<file path="src/rtl/mbx_pkg.sv">
package mbx_pkg;

    // Width limit for the address helpers below.
    localparam int unsigned MAX_AW = 32;

    // Port side. The index order (left = 0, right = 1) is used throughout.
    typedef enum logic {
        SIDE_L = 1'b0,
        SIDE_R = 1'b1
    } side_e;

    // Decoded access of one port for one cycle.
    typedef struct packed {
        logic rd_en;    // enabled read of any address
        logic rd_own;   // enabled read of own mailbox
        logic rd_peer;  // enabled read of the other side's mailbox
        logic wr_own;   // enabled write to own mailbox
        logic wr_peer;  // enabled write to the other side's mailbox
    } port_hit_t;

    function automatic side_e other_side(side_e s);
        return (s == SIDE_L) ? SIDE_R : SIDE_L;
    endfunction

    // Mailbox location owned by side s for an address width aw (2..31).
    // The right side owns all ones, the left side owns the word below it.
    function automatic logic [MAX_AW-1:0] mbx_loc(side_e s, int unsigned aw);
        logic [MAX_AW-1:0] top;
        top = {MAX_AW{1'b1}} >> (MAX_AW - aw);
        return (s == SIDE_L) ? (top - 1'b1) : top;
    endfunction

endpackage

</file>
<file path="src/rtl/mbx_port_decode.sv">
module mbx_port_decode
    import mbx_pkg::*;
#(
    parameter int unsigned ADDR_W = 10,
    parameter side_e       SIDE   = SIDE_L
) (
    input  logic              en,
    input  logic              rd,
    input  logic              wr,
    input  logic [ADDR_W-1:0] addr,
    output port_hit_t         hit
);
    localparam logic [MAX_AW-1:0] OWN_FULL  = mbx_loc(SIDE, ADDR_W);
    localparam logic [MAX_AW-1:0] PEER_FULL = mbx_loc(other_side(SIDE), ADDR_W);
    localparam logic [ADDR_W-1:0] OWN_LOC   = OWN_FULL[ADDR_W-1:0];
    localparam logic [ADDR_W-1:0] PEER_LOC  = PEER_FULL[ADDR_W-1:0];

    logic at_own;
    logic at_peer;

    always_comb begin
        at_own       = (addr == OWN_LOC);
        at_peer      = (addr == PEER_LOC);
        hit.rd_en    = en && rd;
        hit.rd_own   = en && rd && at_own;
        hit.rd_peer  = en && rd && at_peer;
        hit.wr_own   = en && wr && at_own;
        hit.wr_peer  = en && wr && at_peer;
    end

endmodule

</file>
<file path="src/rtl/mbx_word.sv">
module mbx_word #(
    parameter int unsigned DATA_W = 8
) (
    input  logic              clk,
    input  logic              rst,
    input  logic              wr_from_peer,
    input  logic [DATA_W-1:0] peer_data,
    input  logic              wr_from_own,
    input  logic [DATA_W-1:0] own_data,
    output logic [DATA_W-1:0] q
);
    // The sender's message wins a same-cycle collision with the owner.
    always_ff @(posedge clk) begin
        if (rst) begin
            q <= '0;
        end else if (wr_from_peer) begin
            q <= peer_data;
        end else if (wr_from_own) begin
            q <= own_data;
        end
    end

endmodule

</file>
<file path="src/rtl/mbx_flag.sv">
module mbx_flag (
    input  logic clk,
    input  logic rst,
    input  logic set,
    input  logic clr,
    output logic irq_n
);
    logic pending;

    // A set beats a clear in the same cycle so no message is lost.
    always_ff @(posedge clk) begin
        if (rst) begin
            pending <= 1'b0;
        end else if (set) begin
            pending <= 1'b1;
        end else if (clr) begin
            pending <= 1'b0;
        end
    end

    assign irq_n = ~pending;

endmodule

</file>
<file path="src/rtl/mbx_rd_port.sv">
module mbx_rd_port
    import mbx_pkg::*;
#(
    parameter int unsigned DATA_W = 8
) (
    input  logic              clk,
    input  logic              rst,
    input  port_hit_t         hit,
    input  logic [DATA_W-1:0] own_word,
    input  logic [DATA_W-1:0] peer_word,
    output logic [DATA_W-1:0] rdata
);
    logic [DATA_W-1:0] sel_word;

    always_comb begin
        if (hit.rd_own) begin
            sel_word = own_word;
        end else if (hit.rd_peer) begin
            sel_word = peer_word;
        end else begin
            sel_word = '0;
        end
    end

    always_ff @(posedge clk) begin
        if (rst) begin
            rdata <= '0;
        end else if (hit.rd_en) begin
            rdata <= sel_word;
        end
    end

endmodule

</file>
<file path="src/rtl/mbx_irq_top.sv">
module mbx_irq_top
    import mbx_pkg::*;
#(
    parameter int unsigned ADDR_W = 10,
    parameter int unsigned DATA_W = 8
) (
    input  logic              clk,
    input  logic              rst,
    input  logic              l_en,
    input  logic [ADDR_W-1:0] l_addr,
    input  logic              l_rd,
    input  logic              l_wr,
    input  logic [DATA_W-1:0] l_wdata,
    output logic [DATA_W-1:0] l_rdata,
    output logic              l_irq_n,
    input  logic              r_en,
    input  logic [ADDR_W-1:0] r_addr,
    input  logic              r_rd,
    input  logic              r_wr,
    input  logic [DATA_W-1:0] r_wdata,
    output logic [DATA_W-1:0] r_rdata,
    output logic              r_irq_n
);
    localparam int unsigned NSIDE = 2;

    logic              p_en    [NSIDE];
    logic              p_rd    [NSIDE];
    logic              p_wr    [NSIDE];
    logic [ADDR_W-1:0] p_addr  [NSIDE];
    logic [DATA_W-1:0] p_wdata [NSIDE];
    logic [DATA_W-1:0] p_rdata [NSIDE];
    logic              p_irq_n [NSIDE];
    port_hit_t         p_hit   [NSIDE];
    logic [DATA_W-1:0] box     [NSIDE];

    always_comb begin
        p_en[SIDE_L]    = l_en;
        p_rd[SIDE_L]    = l_rd;
        p_wr[SIDE_L]    = l_wr;
        p_addr[SIDE_L]  = l_addr;
        p_wdata[SIDE_L] = l_wdata;
        p_en[SIDE_R]    = r_en;
        p_rd[SIDE_R]    = r_rd;
        p_wr[SIDE_R]    = r_wr;
        p_addr[SIDE_R]  = r_addr;
        p_wdata[SIDE_R] = r_wdata;
    end

    assign l_rdata = p_rdata[SIDE_L];
    assign r_rdata = p_rdata[SIDE_R];
    assign l_irq_n = p_irq_n[SIDE_L];
    assign r_irq_n = p_irq_n[SIDE_R];

    for (genvar s = 0; s < NSIDE; s++) begin : g_side
        localparam side_e ME   = side_e'(s);
        localparam int    PEER = 1 - s;

        mbx_port_decode #(
            .ADDR_W (ADDR_W),
            .SIDE   (ME)
        ) u_dec (
            .en   (p_en[s]),
            .rd   (p_rd[s]),
            .wr   (p_wr[s]),
            .addr (p_addr[s]),
            .hit  (p_hit[s])
        );

        // Word owned by side s: written by the peer (priority) or by s.
        mbx_word #(
            .DATA_W (DATA_W)
        ) u_word (
            .clk          (clk),
            .rst          (rst),
            .wr_from_peer (p_hit[PEER].wr_peer),
            .peer_data    (p_wdata[PEER]),
            .wr_from_own  (p_hit[s].wr_own),
            .own_data     (p_wdata[s]),
            .q            (box[s])
        );

        // Interrupt of side s: raised by a peer write, dropped by own read.
        mbx_flag u_flag (
            .clk   (clk),
            .rst   (rst),
            .set   (p_hit[PEER].wr_peer),
            .clr   (p_hit[s].rd_own),
            .irq_n (p_irq_n[s])
        );

        mbx_rd_port #(
            .DATA_W (DATA_W)
        ) u_rd (
            .clk       (clk),
            .rst       (rst),
            .hit       (p_hit[s]),
            .own_word  (box[s]),
            .peer_word (box[PEER]),
            .rdata     (p_rdata[s])
        );
    end

endmodule

</file>
<file path="config.mk">
export PLATFORM = sky130hd
export DESIGN_NAME = mbx_irq_top
export DESIGN_NICKNAME = d
export VERILOG_FILES = /design/src/rtl/mbx_pkg.sv /design/src/rtl/mbx_port_decode.sv /design/src/rtl/mbx_word.sv /design/src/rtl/mbx_flag.sv /design/src/rtl/mbx_rd_port.sv /design/src/rtl/mbx_irq_top.sv
export SDC_FILE = /design/constraint.sdc
export NUM_CORES = 1
export LEC_CHECK = 0
export BUFFER_PORTS_ARGS = -buffer_cell sky130_fd_sc_hd__buf_4
export CORE_AREA = 2 2 58 74
export CTS_CLUSTER_SIZE = 8
export DETAILED_ROUTE_END_ITERATION = 6
export DIE_AREA = 0 0 60 76
export PLACE_DENSITY = 0.74
export SYNTH_ARGS = -nofsm -noshare
export SYNTH_HDL_FRONTEND = slang
export SYNTH_SLANG_ARGS = --single-unit
</file>
<file path="constraint.sdc">
create_clock -name clk -period 1.38 [get_ports clk]
set_input_delay 0.069 -clock clk [delete_from_list [all_inputs] [get_ports clk]]
set_output_delay 0.069 -clock clk [all_outputs]
set_load 0.05 [all_outputs]
</file>
# Yosys cells after proc, flatten, opt, wreduce, memory -nomap -nowiden
# Cells that the tools add are included.
# op_classes
eq_ne,4
bitwise_logic,2
muxes,12
reduce_logical,16
# ops
operator,count
$mux 8,8
$eq 10x10->1 const B,4
$logic_and 1x1->1,12
$reduce_bool 2->1,4
$mux 1,4
$not 1->1,2
# word_totals
reg_bits,34
input_bits,44
output_inout_bits,18

# Logic depth before layout (Yosys ltp)
# Gate-level depths: netlist (run 1).
# logic_depth
word_depth,4
mapped_depth,6
mapped_depth_nobuf,4

# Hierarchy
# Synthesis (run 1) repeated with hierarchy kept, for this count alone.
# hier_totals
cells_unflattened,194
area_unflattened_um2,1754.2
# modules_own_cells
module,cells_each,instances,area_per_inst_um2,seq_area_each_um2
mbx_rd_port,45,2,386.6,160.2
mbx_word,35,2,369.1,160.2
mbx_port_decode,12,2,78.8,0.0
mbx_flag,5,2,42.5,20.0

# Worst setup path before layout (run 1)
# No wires, ideal clock.
# synth_path
path_type,input to register
startpoint,input port l_addr[8]
endpoint,register g_side[1].u_word.q[6]
path_buffers,2
cell_stages,6
t_arrival_ns,1.251
setup_time_ns,0.134
setup_slack_ns,-0.005
path_cell_list,nand4_1 > or4_1 > clkbuf_1 > buf_2 > nor2_1 > a211oi_1
# synth_via
elab_chain_cells,3
# synth_lines
item,line,text
start: declaration,mbx_irq_top.sv:10,"input logic [ADDR_W-1:0] l_addr,"
$eq 10x10->1 *,mbx_port_decode.sv:23,at_peer = (addr == PEER_LOC);
$logic_and 1x1->1 *,mbx_port_decode.sv:28,hit.wr_peer = en && wr && at_peer;
$mux 8 or $reduce_bool 2->1 (tied branches),--,
end signal: assignment,mbx_word.sv:17,q <= peer_data;
end signal: assignment,mbx_word.sv:19,q <= own_data;
end: declaration,mbx_word.sv:10,output logic [DATA_W-1:0] q
# Mark *: on every way between the ends. The rest lies on a longest branch, timed or not.
# A chain may end at the register's enable or synchronous reset.

# Final worst setup path (run 1)
# layout_path
startpoint,input port l_addr[3]
endpoint,register g_side[1].u_word.q[3]
# The elaborated chain is that of the path after synthesis.

==> results.txt, run 1 <==
The number of DRC violations after detailed routing came out at 0. The number of port buffers is 61. The run finished with clean final reports. The later pin in the worst-skew pair is clocked with a latency of 0.29 ns. The post-synth net total came out at 209.

The die extent in y came out at 76 um. The critical path starts at l_addr[3]. The die covers 4560 um2. The maximum clock skew at final layout is 0.006165 ns.

The required arrival time at the worst endpoint came out at 1.58 ns. The critical path class is input port to register. The cell seen most often among critical-path stages is sky130_fd_sc_hd__buf_4. Setup repair after global routing left no endpoint under its margin.

The end of the critical path is g_side[1].u_word.q[3]. The number of nets with antenna violations after detailed routing came out at 0. The final critical path takes up 77.39% of the cycle. For this run, the number of Yosys warnings is 0. The number of standard cells after synthesis is 165.

The global-route usage over all layers came out at 18.58%. The TritonCTS buffer count is 5. The standard cell core area came out at 3936 um2.

After synthesis the cells add up to 1624 um2. The layout net count is 280. The first-pass GRT wire length is 6.527 mm. The master cell of the clock root buffer is sky130_fd_sc_hd__clkbuf_8.

The average size of a mapped cell is 9.843 um2. Across the VDD grid, the largest voltage drop is 0.5543 mV. The number of different library cells used by synthesis comes to 21.

The signal on the critical path passes through buf_4, nand2_1, or4_1, buf_4, a211oi_1. After layout, the minimum clock period comes to 1.068 ns. The share of cells above drive strength 1 is 43.04%. The starting density of the core came out at 41.26%. Pin placement for this block handled 62 I/O pins. The startpoint type of the worst setup path is an input port. The clock tree from TritonCTS is done.

Compared with the post-synthesis result, the final layout area differs by 42.68%. The via count of the first global-routing pass is 1,447. The leakage power summed over all cells is 0.9506 nW. The final wirelength is 4.043 mm.

The first TritonRoute pass finished after 5 iterations. The max-slew violation total from the final report is 0. In this run the horizontal extent of the chip is 60 um. For the final routed database, the setup TNS stands at 0 ns.

The vias after detailed routing is 1,522. The quantity of gates resized following cts is 0. The post-cts hold buffer count came out at 0.

The highest net fanout along the worst path is 17. The initial detailed-routing violation count came out at 29. The pre-CTS worst setup slack came out at 0.02320 ns. The transition at the pin with the smallest max-transition slack is 0.3475 ns. The flip-flop and latch count after synthesis is 34. The overflow left after global routing is 0.

The path category of the worst min-delay check is input port to register. The maximum number of pins on one net before global-route repair came out at 35. After clock tree synthesis, the clock-pin slew on the worst setup and hold paths is 0.07 ns. The critical path arrival is 1.27 ns. For this run, the slowest stage of the critical path takes 0.56 ns. The setup violation total in the final timing report came out at 0. The final hold violation count came out at 0. Derived from the worst setup path, the maximum achievable clock frequency is 0.9363 GHz.

The number of rows in the core area is 26. Counting along the longest clock path gives a buffer depth of 2. The worst relative slew slack is 76.83%. The reg-to-reg critical path endpoint is g_side[1].u_rd.rdata[2]. The per-cell routed wire length came out at 13.80 um. The final critical-path setup slack came out at 0.3120 ns. STA classifies the critical path endpoint as a register.

The critical-path cell with the highest stage delay is sky130_fd_sc_hd__or4_1. The buffer count from post-CTS setup fixing came out at 0. At the end of routability-driven placement, the weighted congestion stood at 0.7746. In this run the power density over the cells is 830.1 nW/um2.

The detailed-route vias per instance came out at 5.195. The number of violations of the max-capacitance limit came out at 0. The minimum setup slack among reg-to-reg paths is 0.45 ns. The number of antenna violations at the first check in global routing came to 0. The share of synthesized area occupied by flip-flops and latches came out at 41.91%. The number of antenna cells inserted came out at 0. In this run the critical register-to-register path is launched from g_side[0].u_word.q[2]. For this design, the sink count on the clock tree is 34.

The detailed placer's ending HPWL came out at 2.944 mm. The depth of the CTS H-tree came out at 2. The number of cells on the worst reg-to-reg path is 3.
report_power, final:
| group | switching [W] | total (W) | internal [W] | leakage, nW |
|---|---|---|---|---|
| clock | 0.000358 | 0.000761 | 0.000402 | 0.0482 |
| sequential | 0.000000193 | 0.000981 | 0.000981 | 0.274 |
| combinational | 0.0000782 | 0.000182 | 0.000103 | 0.629 |
cells by family after synthesis:
kind of cell	synth area share (%)
flip-flops	41.91
buffers and inverters	3.698
AND/OR/NAND/NOR	17.10
multiplexers	20.95
AO/OA/AOI/OAI	16.33
Yosys cell counts:
| cell | count | share of area [%] |
|---|---|---|
| sky130_fd_sc_hd__nand2_1 | 4 | 0.92 |
| sky130_fd_sc_hd__a21o_1 | 2 | 0.92 |
| sky130_fd_sc_hd__buf_1 | 1 | 0.23 |
| sky130_fd_sc_hd__nor4_2 | 2 | 1.5 |
| sky130_fd_sc_hd__a22oi_1 | 16 | 7.4 |
| sky130_fd_sc_hd__dfxtp_1 | 34 | 42 |
| sky130_fd_sc_hd__mux2_2 | 16 | 11 |
| sky130_fd_sc_hd__nand3b_1 | 1 | 0.46 |
| sky130_fd_sc_hd__nor2_1 | 32 | 7.4 |
| sky130_fd_sc_hd__buf_6 | 1 | 0.69 |
| sky130_fd_sc_hd__nand3b_4 | 1 | 1.2 |
| sky130_fd_sc_hd__buf_2 | 3 | 0.92 |
| sky130_fd_sc_hd__a21oi_1 | 2 | 0.62 |
| sky130_fd_sc_hd__inv_1 | 3 | 0.69 |
| sky130_fd_sc_hd__a211oi_1 | 16 | 7.4 |
| sky130_fd_sc_hd__mux2i_1 | 16 | 9.9 |
| sky130_fd_sc_hd__nor4_4 | 2 | 2.6 |
| sky130_fd_sc_hd__nand3_1 | 4 | 1.2 |
| sky130_fd_sc_hd__or4_1 | 2 | 0.92 |
| sky130_fd_sc_hd__nand4_1 | 2 | 0.77 |
| sky130_fd_sc_hd__clkbuf_1 | 5 | 1.2 |
worst min path at each step:
| stage | start | to | slack [ns] | depth (start not counted) |
|---|---|---|---|---|
| 2_1_floorplan | r_wdata[0] | g_side[0].u_word.q[0] | 0.25 | 2 |
| 3_3_place_gp | r_wdata[3] | g_side[0].u_word.q[3] | 0.38 | 3 |
| 3_5_place_dp | r_wdata[4] | g_side[0].u_word.q[4] | 0.39 | 3 |
| 4_1_cts | l_wdata[2] | g_side[1].u_word.q[2] | 0.08 | 3 |
| 5_1_grt | l_wdata[0] | g_side[1].u_word.q[0] | 0.08 | 3 |
| 6_report | l_wdata[2] | g_side[1].u_word.q[2] | 0.08 | 3 |
area by class of cell:
class / count / area (um2)
fillers: 356 / 1619
multi-input cells: 118 / 883.3
repair buffers: 74 / 580.6
clock inverters: 1 / 5.005
inverters: 3 / 11.26
well taps: 56 / 70.07
flip-flops and latches: 34 / 680.7
clock buffers: 7 / 86.33
layer usage:
layer / track usage, % / share of wire, %
met5: 0 / 0
met4: 9.111 / 2.5
met3: 5.093 / 5.0
met2: 28.91 / 48
met1: 22.99 / 45
cell usage in the layout, fill, tap and decap left out, drive strengths merged:
cell	Yosys	final
nand3	4	4
clkinv	0	1
nand2	4	4
mux2i	16	16
inv	3	3
a211oi	16	16
nand3b	2	2
buf	5	74
nor4	4	4
nand4	2	2
dfxtp	34	34
nor2	32	32
or4	2	2
mux2	16	16
a21oi	2	2
clkbuf	5	7
a21o	2	2
a22oi	16	16
critical path: cells and delay by family:
| kind | cells | cell delay (ns) |
|---|---|---|
| buf+inv | 2 | 0.30 |
| simple gates | 2 | 0.68 |
| compound gates | 1 | 0.23 |
metrics by stage:
stage / power [W] / util (%) / cells / hold slack (ns) / cell area, um2
3_5_place_dp: 0.001186 / 56.55 / 285 / 0.3867 / 2226
4_1_cts: 0.001937 / 58.87 / 293 / 0.07657 / 2317
2_1_floorplan: 0.001061 / - / 165 / 0.2516 / 1627
5_1_grt: 0.001992 / 58.87 / 293 / 0.08194 / 2317
6_report: 0.001924 / 58.87 / 293 / 0.07851 / 2317
3_3_place_gp: 0.001186 / 56.55 / 285 / 0.3787 / 2226
registers in the layout, summed over array words and instances, names as in the netlist:
name,cells
g_side.u_flag.pending,2
g_side.u_rd.rdata,16
g_side.u_word.q,16
(Power assumes the default switching activity.)
==> run 2: changes to the inputs <==
--- a/config.mk
+++ b/config.mk
@@ -5,12 +5,13 @@
 export SDC_FILE = /design/constraint.sdc
 export NUM_CORES = 1
 export LEC_CHECK = 0
+export ABC_AREA = 1
 export BUFFER_PORTS_ARGS = -buffer_cell sky130_fd_sc_hd__buf_4
-export CORE_AREA = 2 2 58 74
+export CORE_AREA = 2 2 63 80
 export CTS_CLUSTER_SIZE = 8
 export DETAILED_ROUTE_END_ITERATION = 6
-export DIE_AREA = 0 0 60 76
-export PLACE_DENSITY = 0.74
+export DIE_AREA = 0 0 65 82
+export PLACE_DENSITY = 0.76
 export SYNTH_ARGS = -nofsm -noshare
 export SYNTH_HDL_FRONTEND = slang
 export SYNTH_SLANG_ARGS = --single-unit
==> constraint.sdc (replaced) <==
create_clock -name clk -period 0.85 [get_ports clk]
set_input_delay 0.0425 -clock clk [delete_from_list [all_inputs] [get_ports clk]]
set_output_delay 0.0425 -clock clk [all_outputs]
set_load 0.05 [all_outputs]
==> results.txt, run 2 <==
The number of violations of the max-capacitance limit is 0 (unchanged). The total negative slack for setup checks is -0.001756 ns (-0.001756 ns). The die extent in y is 82 um (+7.9%).

The post-synth net total came out at 342 (+64%). The transition at the pin with the smallest max-transition slack came out at 0.2383 ns (-0.1092 ns). The total standard cell area after synthesis was 2110 um2 (+30%).

The average size of a mapped cell came out at 7.079 um2 (-28%). The area of the die came out at 5330 um2 (+17%). The post-cts hold buffer count is 0 (unchanged). The number of standard cells after synthesis came out at 298 (+81%). The maximum number of pins on one net before global-route repair is 19 (-46%). sky130_fd_sc_hd__nand3_1 is the most common cell in the netlist. The boundary pin count is 62 (unchanged).

The library cell used most frequently in the layout, excluding fill and tap cells, is sky130_fd_sc_hd__nand3_1. The post-synthesis xor/xnor area fraction is 0% (unchanged). The share of cells above drive strength 1 is 41.30% (-1.7 points).

The most common flop cell mapped by yosys is sky130_fd_sc_hd__dfxtp_1. The clock input transition at the sequential cells of the worst setup and hold paths came out at 0.07 ns (about the same). The number of port buffers is 61 (unchanged). The critical path arrival came out at 0.81 ns (-0.46 ns). The required arrival time at the worst endpoint is 0.81 ns (-0.77 ns). The pre-CTS worst setup slack is -0.2546 ns (-0.2778 ns).

The final hold violation count came to 0 (unchanged). The post-synthesis adder-cell area fraction was 0% (unchanged). After layout, the worst path uses 100.2% of the clock period. The count of fill cells added during filler insertion was 368 (+3.4%). The number of DRC violations after detailed routing came out at 0 (unchanged).

The number of iterations in the first detailed-routing pass came out at 5 (unchanged). Compared with the post-synthesis result, the final layout area differs by 50.06%. The maximum buffer depth of the clock tree is 2 (unchanged). The maximum frequency from static timing analysis came out at 1.174 GHz. The first-pass GRT wire length came out at 9.142 mm (+40%). The shortest clock period the worst path allows after layout is 0.8518 ns.

The number of rows in the core area was 28 (+7.7%). The post-synthesis mux area share is 0% (-21 points). The layout net count came out at 428 (+53%). The flip-flop and latch count after synthesis came out at 34 (unchanged).

The power per cell area was 1255 nW/um2 (+51%). Summed over all instances, the cell type with the most area after synthesis is sky130_fd_sc_hd__dfxtp_1. The number of antenna cells inserted came to 0 (unchanged).

Setup repair after global routing could not meet its margin everywhere. The leakage power summed over all cells is 1.572 nW (+65%). The min-delay analysis places its worst path in the category input port to register. The final critical-path setup slack was -0.001756 ns (-0.3137 ns).

After global routing, the most crowded layer is met2. The source-to-sink clock delay at the later pin of the worst-skew pair is 0.29 ns (about the same). After synthesis, the most frequently instantiated cells are sky130_fd_sc_hd__nand3_1, sky130_fd_sc_hd__nand2_1, sky130_fd_sc_hd__inv_1. The standard cell core area came to 4589 um2 (+17%).

The total of warnings raised by yosys is 0 (unchanged). The detailed placer's ending HPWL is 4.302 mm (+46%). The utilization after layout came out at 68.97% (+10 points). The final wirelength came out at 5.540 mm (+37%). The master cell of the clock root buffer is sky130_fd_sc_hd__clkbuf_8. The number of clock sinks is 34 (unchanged). The starting density of the core is 45.97% (+4.7 points). The detailed-route vias per instance is 5.222 (+0.54%).

The number of antenna violations at the first check in global routing is 0 (unchanged). The fraction of post-synthesis cell area in the top cell type by area is 32.27% (-9.6 points). The routing usage on met1 was 23.35% (+0.35 points).

The simple-gate share of the synthesized area came to 51.48% (+34 points). The highest net fanout along the worst path came out at 2 (-15). The max-slew violation total from the final report came to 0 (unchanged). The count of cell types in the netlist is 23 (+9.5%). The chip width is 65 um (+8.3%). The global-route usage over all layers came out at 21.99% (+3.4 points). The startpoint type of the worst setup path is a register. The maximum vdd ir drop came out at 0.7882 mV (+42%). The number of nets with antenna violations after detailed routing came out at 0 (unchanged). The share of synthesized area occupied by flip-flops and latches was 32.27% (-9.6 points).

The fraction of registers with async set or reset after synthesis is 0% (unchanged). The met3 demand-to-capacity share in global routing is 3.973% (-1.1 points). The maximum clock skew at final layout is 0.005608 ns (-0.0005564 ns). The final reports fail on negative setup slack.

The TritonCTS buffer count came out at 5 (unchanged). After synthesis, the largest family of logic cells by area is simple AND/OR/NAND/NOR gates. The vias after detailed routing was 2,324 (+53%). The flow ran to the end, but the final reports show violations. The via count of the first global-routing pass is 2,122 (+47%). In the final layout, the registers with the most flip-flops are g_side.u_rd.rdata x16, g_side.u_word.q x16, g_side.u_flag.pending x2.

The overflow left after global routing is 0 (unchanged). The critical path class is register to output port. The setup violation total in the final timing report is 1 (+1). The initial detailed-routing violation count came out at 142 (+390%). The total placed cells including tap cells came out at 436 (+53%). The per-cell routed wire length is 12.45 um (-9.8%). Leaving out fill and tap cells, the most frequent cells in the layout are sky130_fd_sc_hd__nand3_1, sky130_fd_sc_hd__buf_4, sky130_fd_sc_hd__nand2_1. The worst relative slew slack is 84.07% (+7.2 points). The depth of the CTS H-tree is 2 (unchanged). The count of flip-flops with a built-in enable after synthesis is 0 (unchanged).

The total power was 0.003973 W (+110%). The worst setup path is captured at an output port. Sorting the synthesized cells by area gives the leading types as sky130_fd_sc_hd__dfxtp_1, sky130_fd_sc_hd__nand3_1, sky130_fd_sc_hd__nand2_1, sky130_fd_sc_hd__inv_1, sky130_fd_sc_hd__nand4_1. The weighted congestion reported at the end of routability-driven placement was 0.8907 (+15%). TritonCTS built the clock tree. The post-synthesis compound-gate area fraction is 5.101% (-11 points).

The met2 track demand over resource in global routing is 42.78% (+14 points). The final standard cell count with taps included and fillers excluded came to 445 (+52%).
==> run 2: changes by cell type in the layout (fill, tap and decap cells not counted), sizes merged, moves of 4 or more <==
cell,delta
a211oi,-16
a21oi,+16
a22oi,-16
buf,+12
inv,+45
mux2,-16
mux2i,-16
nand2,+64
nand3,+78
nand4,+20
nor2,-16
nor4,-4
==> run 2: kinds of logic after synthesis <==
family,count (synthesis)
AND/OR/NAND/NOR,188
buffers and inverters,56
flip-flops,34
AO/OA/AOI/OAI,20
==> run 2: through the flow <==
step	hold WS, ns	cell area (um2)
global route	0.1485	3166
detailed placement	0.4328	2892
finish	0.1296	3166
global placement	0.4248	2892
CTS	0.1292	3093
floorplan	0.2970	2178
==> run 2: final cells by class <==
class                      instances  area [um2]  share of cell area (%)
sequential                        34       705.7                   22.29
clock buffer                       6       82.58                   2.609
clock inverter                     2       60.06                   1.897
inverter                          49       187.7                   5.929
multi-input combinational        208        1272                   40.20
timing repair buffer              86       782.0                   24.70
tap                               60       75.07                   2.372
==> run 2: what timing repair did <==
item	in CTS	in global routing
pin swaps	0	6
endpoints found under the setup margin	13	34
setup buffers	0	1
hold endpoints to repair	0	0
gates resized for setup	19	17
==> run 2: layer usage <==
| metal | vias up | share of wire [%] |
|---|---|---|
| met2 | 82 | 54 |
| met5 | - | 0 |
| met4 | 0 | 2.2 |
| met3 | 17 | 5.6 |
| li1 | 1163 | - |
| met1 | 1062 | 38 |
==> run 2: critical path, cell delays in order, from the launching register on <==
cell and delay, ns:
sky130_fd_sc_hd__dfxtp_2 0.33, sky130_fd_sc_hd__inv_2 0.05, sky130_fd_sc_hd__buf_8 0.13
==> run 2: where the power goes <==
part           total, W  switching, W  internal, W
logic          0.000527      0.000272     0.000255
registers       0.00159   0.000000402      0.00159
clock network   0.00185      0.000603      0.00125
==> run 2: path summary, 6_finish.rpt <==
kind                                  from                       end  slack, ns  cells past startpoint
setup / recovery  g_side[0].u_flag.pending                   l_irq_n     -0.002                      2
hold reg to reg   g_side[0].u_flag.pending  g_side[0].u_flag.pending       0.49                      2
setup reg to reg     g_side[1].u_word.q[1]   g_side[0].u_rd.rdata[1]       0.04                      4
hold / removal                  r_wdata[0]     g_side[1].u_word.q[0]       0.13                      5
==> run 3: changes to the inputs <==
==> constraint.sdc (replaced) <==
create_clock -name clk -period 0.85 [get_ports clk]
set_input_delay 0.17 -clock clk [delete_from_list [all_inputs] [get_ports clk]]
set_output_delay 0.17 -clock clk [all_outputs]
set_load 0.05 [all_outputs]
==> results.txt, run 3 (synthesis gave the netlist of run 2 again) <==
The depth of the CTS H-tree is 2 (unchanged). The number of port buffers is 61 (unchanged). The power per cell area is 929.5 nW/um2 (-26%). The tightest hold margin is 0.2888 ns (+0.1592 ns).

The max-slew violation total from the final report is 0 (unchanged). The final wirelength is 7.491 mm (+35%). The shortest clock period the worst path allows after layout was 0.9868 ns (+0.1350 ns). In the layout the commonest cells are sky130_fd_sc_hd__buf_4, sky130_fd_sc_hd__nand2_1, sky130_fd_sc_hd__nand3_2.

TritonCTS built the clock tree. The required arrival time at the worst endpoint came out at 1.07 ns (+0.26 ns). The detailed-route vias per instance came out at 5.615 (+7.5%). The boundary pin count is 62 (unchanged). The leakage power summed over all cells came out at 1.708 nW (+8.7%).

The first-pass GRT wire length is 10.85 mm (+19%). The area of the die was 5330 um2 (unchanged). The startpoint type of the worst setup path is an input port. The number of iterations in the first detailed-routing pass came out at 5 (unchanged). The total power was 0.003453 W (-13%).

The standard cell core area is 4589 um2 (unchanged). The critical path arrival is 1.20 ns (+0.39 ns). The worst setup path is of the input port to register kind.

The vias after detailed routing is 2,566 (+10%). The flow ran to the end, but the final reports show violations. The overflow left after global routing came to 0 (unchanged).

The die extent in y came out at 82 um (unchanged). The clock input transition at the sequential cells of the worst setup and hold paths is 0.07 ns (about the same). The final critical-path setup slack is -0.1368 ns (-0.1350 ns). STA classifies the critical path endpoint as a register. The master cell of the clock root buffer is sky130_fd_sc_hd__clkbuf_8. The setup violation total in the final timing report is 39 (+38). The TritonCTS buffer count is 5 (unchanged). The layout net count came to 442 (+3.3%). The starting density of the core was 45.97% (unchanged). The fraction of the cycle the final worst path needs is 116.1% (+16 points). The number of clock sinks is 34 (unchanged).

Setup repair after global routing could not meet its margin everywhere. On the critical path, the stage with the largest delay is an instance of sky130_fd_sc_hd__buf_4. The min-delay analysis places its worst path in the category input port to register.

The maximum buffer depth of the clock tree came to 2 (unchanged). The kind of cell with the highest combined delay along the critical path is buffers and inverters. The multi-input gate area in the final layout came to 1645 um2 (+29%). The delay of the slowest cell on the worst path is 0.21 ns (-0.12 ns). The highest net fanout along the worst path was 8 (+6). The weighted congestion reported at the end of routability-driven placement came to 0.8859 (-0.54%). The number of antenna violations at the first check in global routing came out at 0 (unchanged). The number of DRC violations after detailed routing came out at 0 (unchanged). The total negative slack for setup checks came out at -3.057 ns (-3.055 ns). The number of nets with antenna violations after detailed routing came out at 0 (unchanged).

The sequential cell area in the final layout came to 703.2 um2 (-0.35%). The via count of the first global-routing pass came out at 2,356 (+11%). The total placed cells including tap cells is 434 (-0.46%). The detailed placer's ending HPWL is 4.315 mm (+0.29%). The source-to-sink clock delay at the later pin of the worst-skew pair is 0.29 ns (about the same). The maximum clock skew at final layout is 0.003645 ns (-0.001963 ns). The layout-stage area growth over the synthesis result is 76.10%.

The share of cells above drive strength 1 is 58.19% (+17 points). The number of violations of the max-capacitance limit came to 0 (unchanged). The final hold violation count came out at 0 (unchanged). The number of antenna cells inserted is 0 (unchanged). The number of rows in the core area is 28 (unchanged).

The initial detailed-routing violation count was 198 (+39%). The worst relative slew slack came out at 82.00% (-2.1 points). The post-cts hold buffer count came out at 0 (unchanged).

The chip width was 65 um (unchanged). The maximum vdd ir drop is 0.8039 mV (+2.0%). The checks that failed: negative setup slack.

The maximum number of pins on one net before global-route repair is 19 (unchanged). The library cell used most frequently in the layout, excluding fill and tap cells, is sky130_fd_sc_hd__buf_4. In the final layout, the registers with the most flip-flops are g_side.u_rd.rdata x16, g_side.u_word.q x16, g_side.u_flag.pending x2. The maximum frequency from static timing analysis was 1.013 GHz (-14%). The count of fill cells added during filler insertion is 272 (-26%). The signal on the critical path passes through buf_4, nand2_1, clkinv_4, nand4_4, buf_4, nand3_1, a21oi_2.

The buffers plus inverters on the worst setup path is 3 (+1). The global-route usage over all layers is 26.67% (+4.7 points). The per-cell routed wire length is 16.39 um (+32%). The cell that appears most often on the critical path is sky130_fd_sc_hd__buf_4. The final standard cell count with taps included and fillers excluded came to 457 (+2.7%). The transition at the pin with the smallest max-transition slack is 0.2672 ns (+0.02889 ns).
==> run 3: changes by cell type in the layout (fill, tap and decap cells not counted), moves of 8 or more <==
cell                      before  now
sky130_fd_sc_hd__nand3_1      78   35
sky130_fd_sc_hd__nand3_2       4   41
sky130_fd_sc_hd__a21oi_1      16    7
sky130_fd_sc_hd__a21oi_2       2   11
sky130_fd_sc_hd__buf_6        13   22
sky130_fd_sc_hd__buf_8         5   14
sky130_fd_sc_hd__buf_4        64   56
==> run 3: timing repair <==
| item | CTS | global route |
|---|---|---|
| gates cloned | 1 | 1 |
| gates resized for setup | 120 | 33 |
| pin swaps | 38 | 33 |
| buffers inserted | 10 | 5 |
| setup endpoints to repair | 50 | 52 |
==> run 3: final cells by class <==
class                      instances  area share, %
timing repair buffer              98          26.88
sequential                        34          18.93
multi-input combinational        209          44.29
timing repair inverter             1         0.2021
tap                               60          2.021
clock buffer                       6          2.223
inverter                          49          5.456
==> run 3: stage by stage <==
step | cell area [um2] | setup slack [ns] | util, %
finish | 3715 | -0.1368 | 80.94
global route | 3715 | -0.1599 | 80.94
CTS | 3515 | -0.1293 | 76.58
detailed placement | 2885 | -0.3988 | 62.87
global placement | 2885 | -0.3837 | 62.87
floorplan | 2187 | -0.1528 | -
==> run 3: worst paths after layout <==
kind	from	endpoint	slack (ns)	cells after the start
setup / recovery	r_wr	g_side[0].u_word.q[2]	-0.14	7
hold / removal	rst	g_side[1].u_rd.rdata[6]	0.29	5
setup reg to reg	g_side[1].u_word.q[0]	g_side[0].u_rd.rdata[0]	0.03	4
hold reg to reg	g_side[1].u_flag.pending	g_side[1].u_flag.pending	0.49	2
==> run 3: worst register-to-register path: stages (launching register included) <==
cell and delay [ns]:
sky130_fd_sc_hd__dfxtp_1 0.43, sky130_fd_sc_hd__nand3_1 0.11, sky130_fd_sc_hd__nand3_1 0.10, sky130_fd_sc_hd__nand2_1 0.07, sky130_fd_sc_hd__inv_1 0.06
==> run 3: per-layer routing <==
metal / part of all wire [%] / track usage (%) / wire length, um
met5: 0 / 0 / 0
met4: 5.0 / 13.40 / 376
met3: 6.1 / 5.205 / 454
met2: 56 / 52.58 / 4158
met1: 33 / 26.11 / 2501
==> run 3: report_power, final <==
| group | leakage [nW] | switching [W] | internal, W | total [W] |
|---|---|---|---|---|
| logic | 1.38 | 0.000357 | 0.000304 | 0.000661 |
| registers | 0.283 | 0.000000427 | 0.00159 | 0.00159 |
| clock network | 0.0431 | 0.000575 | 0.000624 | 0.00120 |
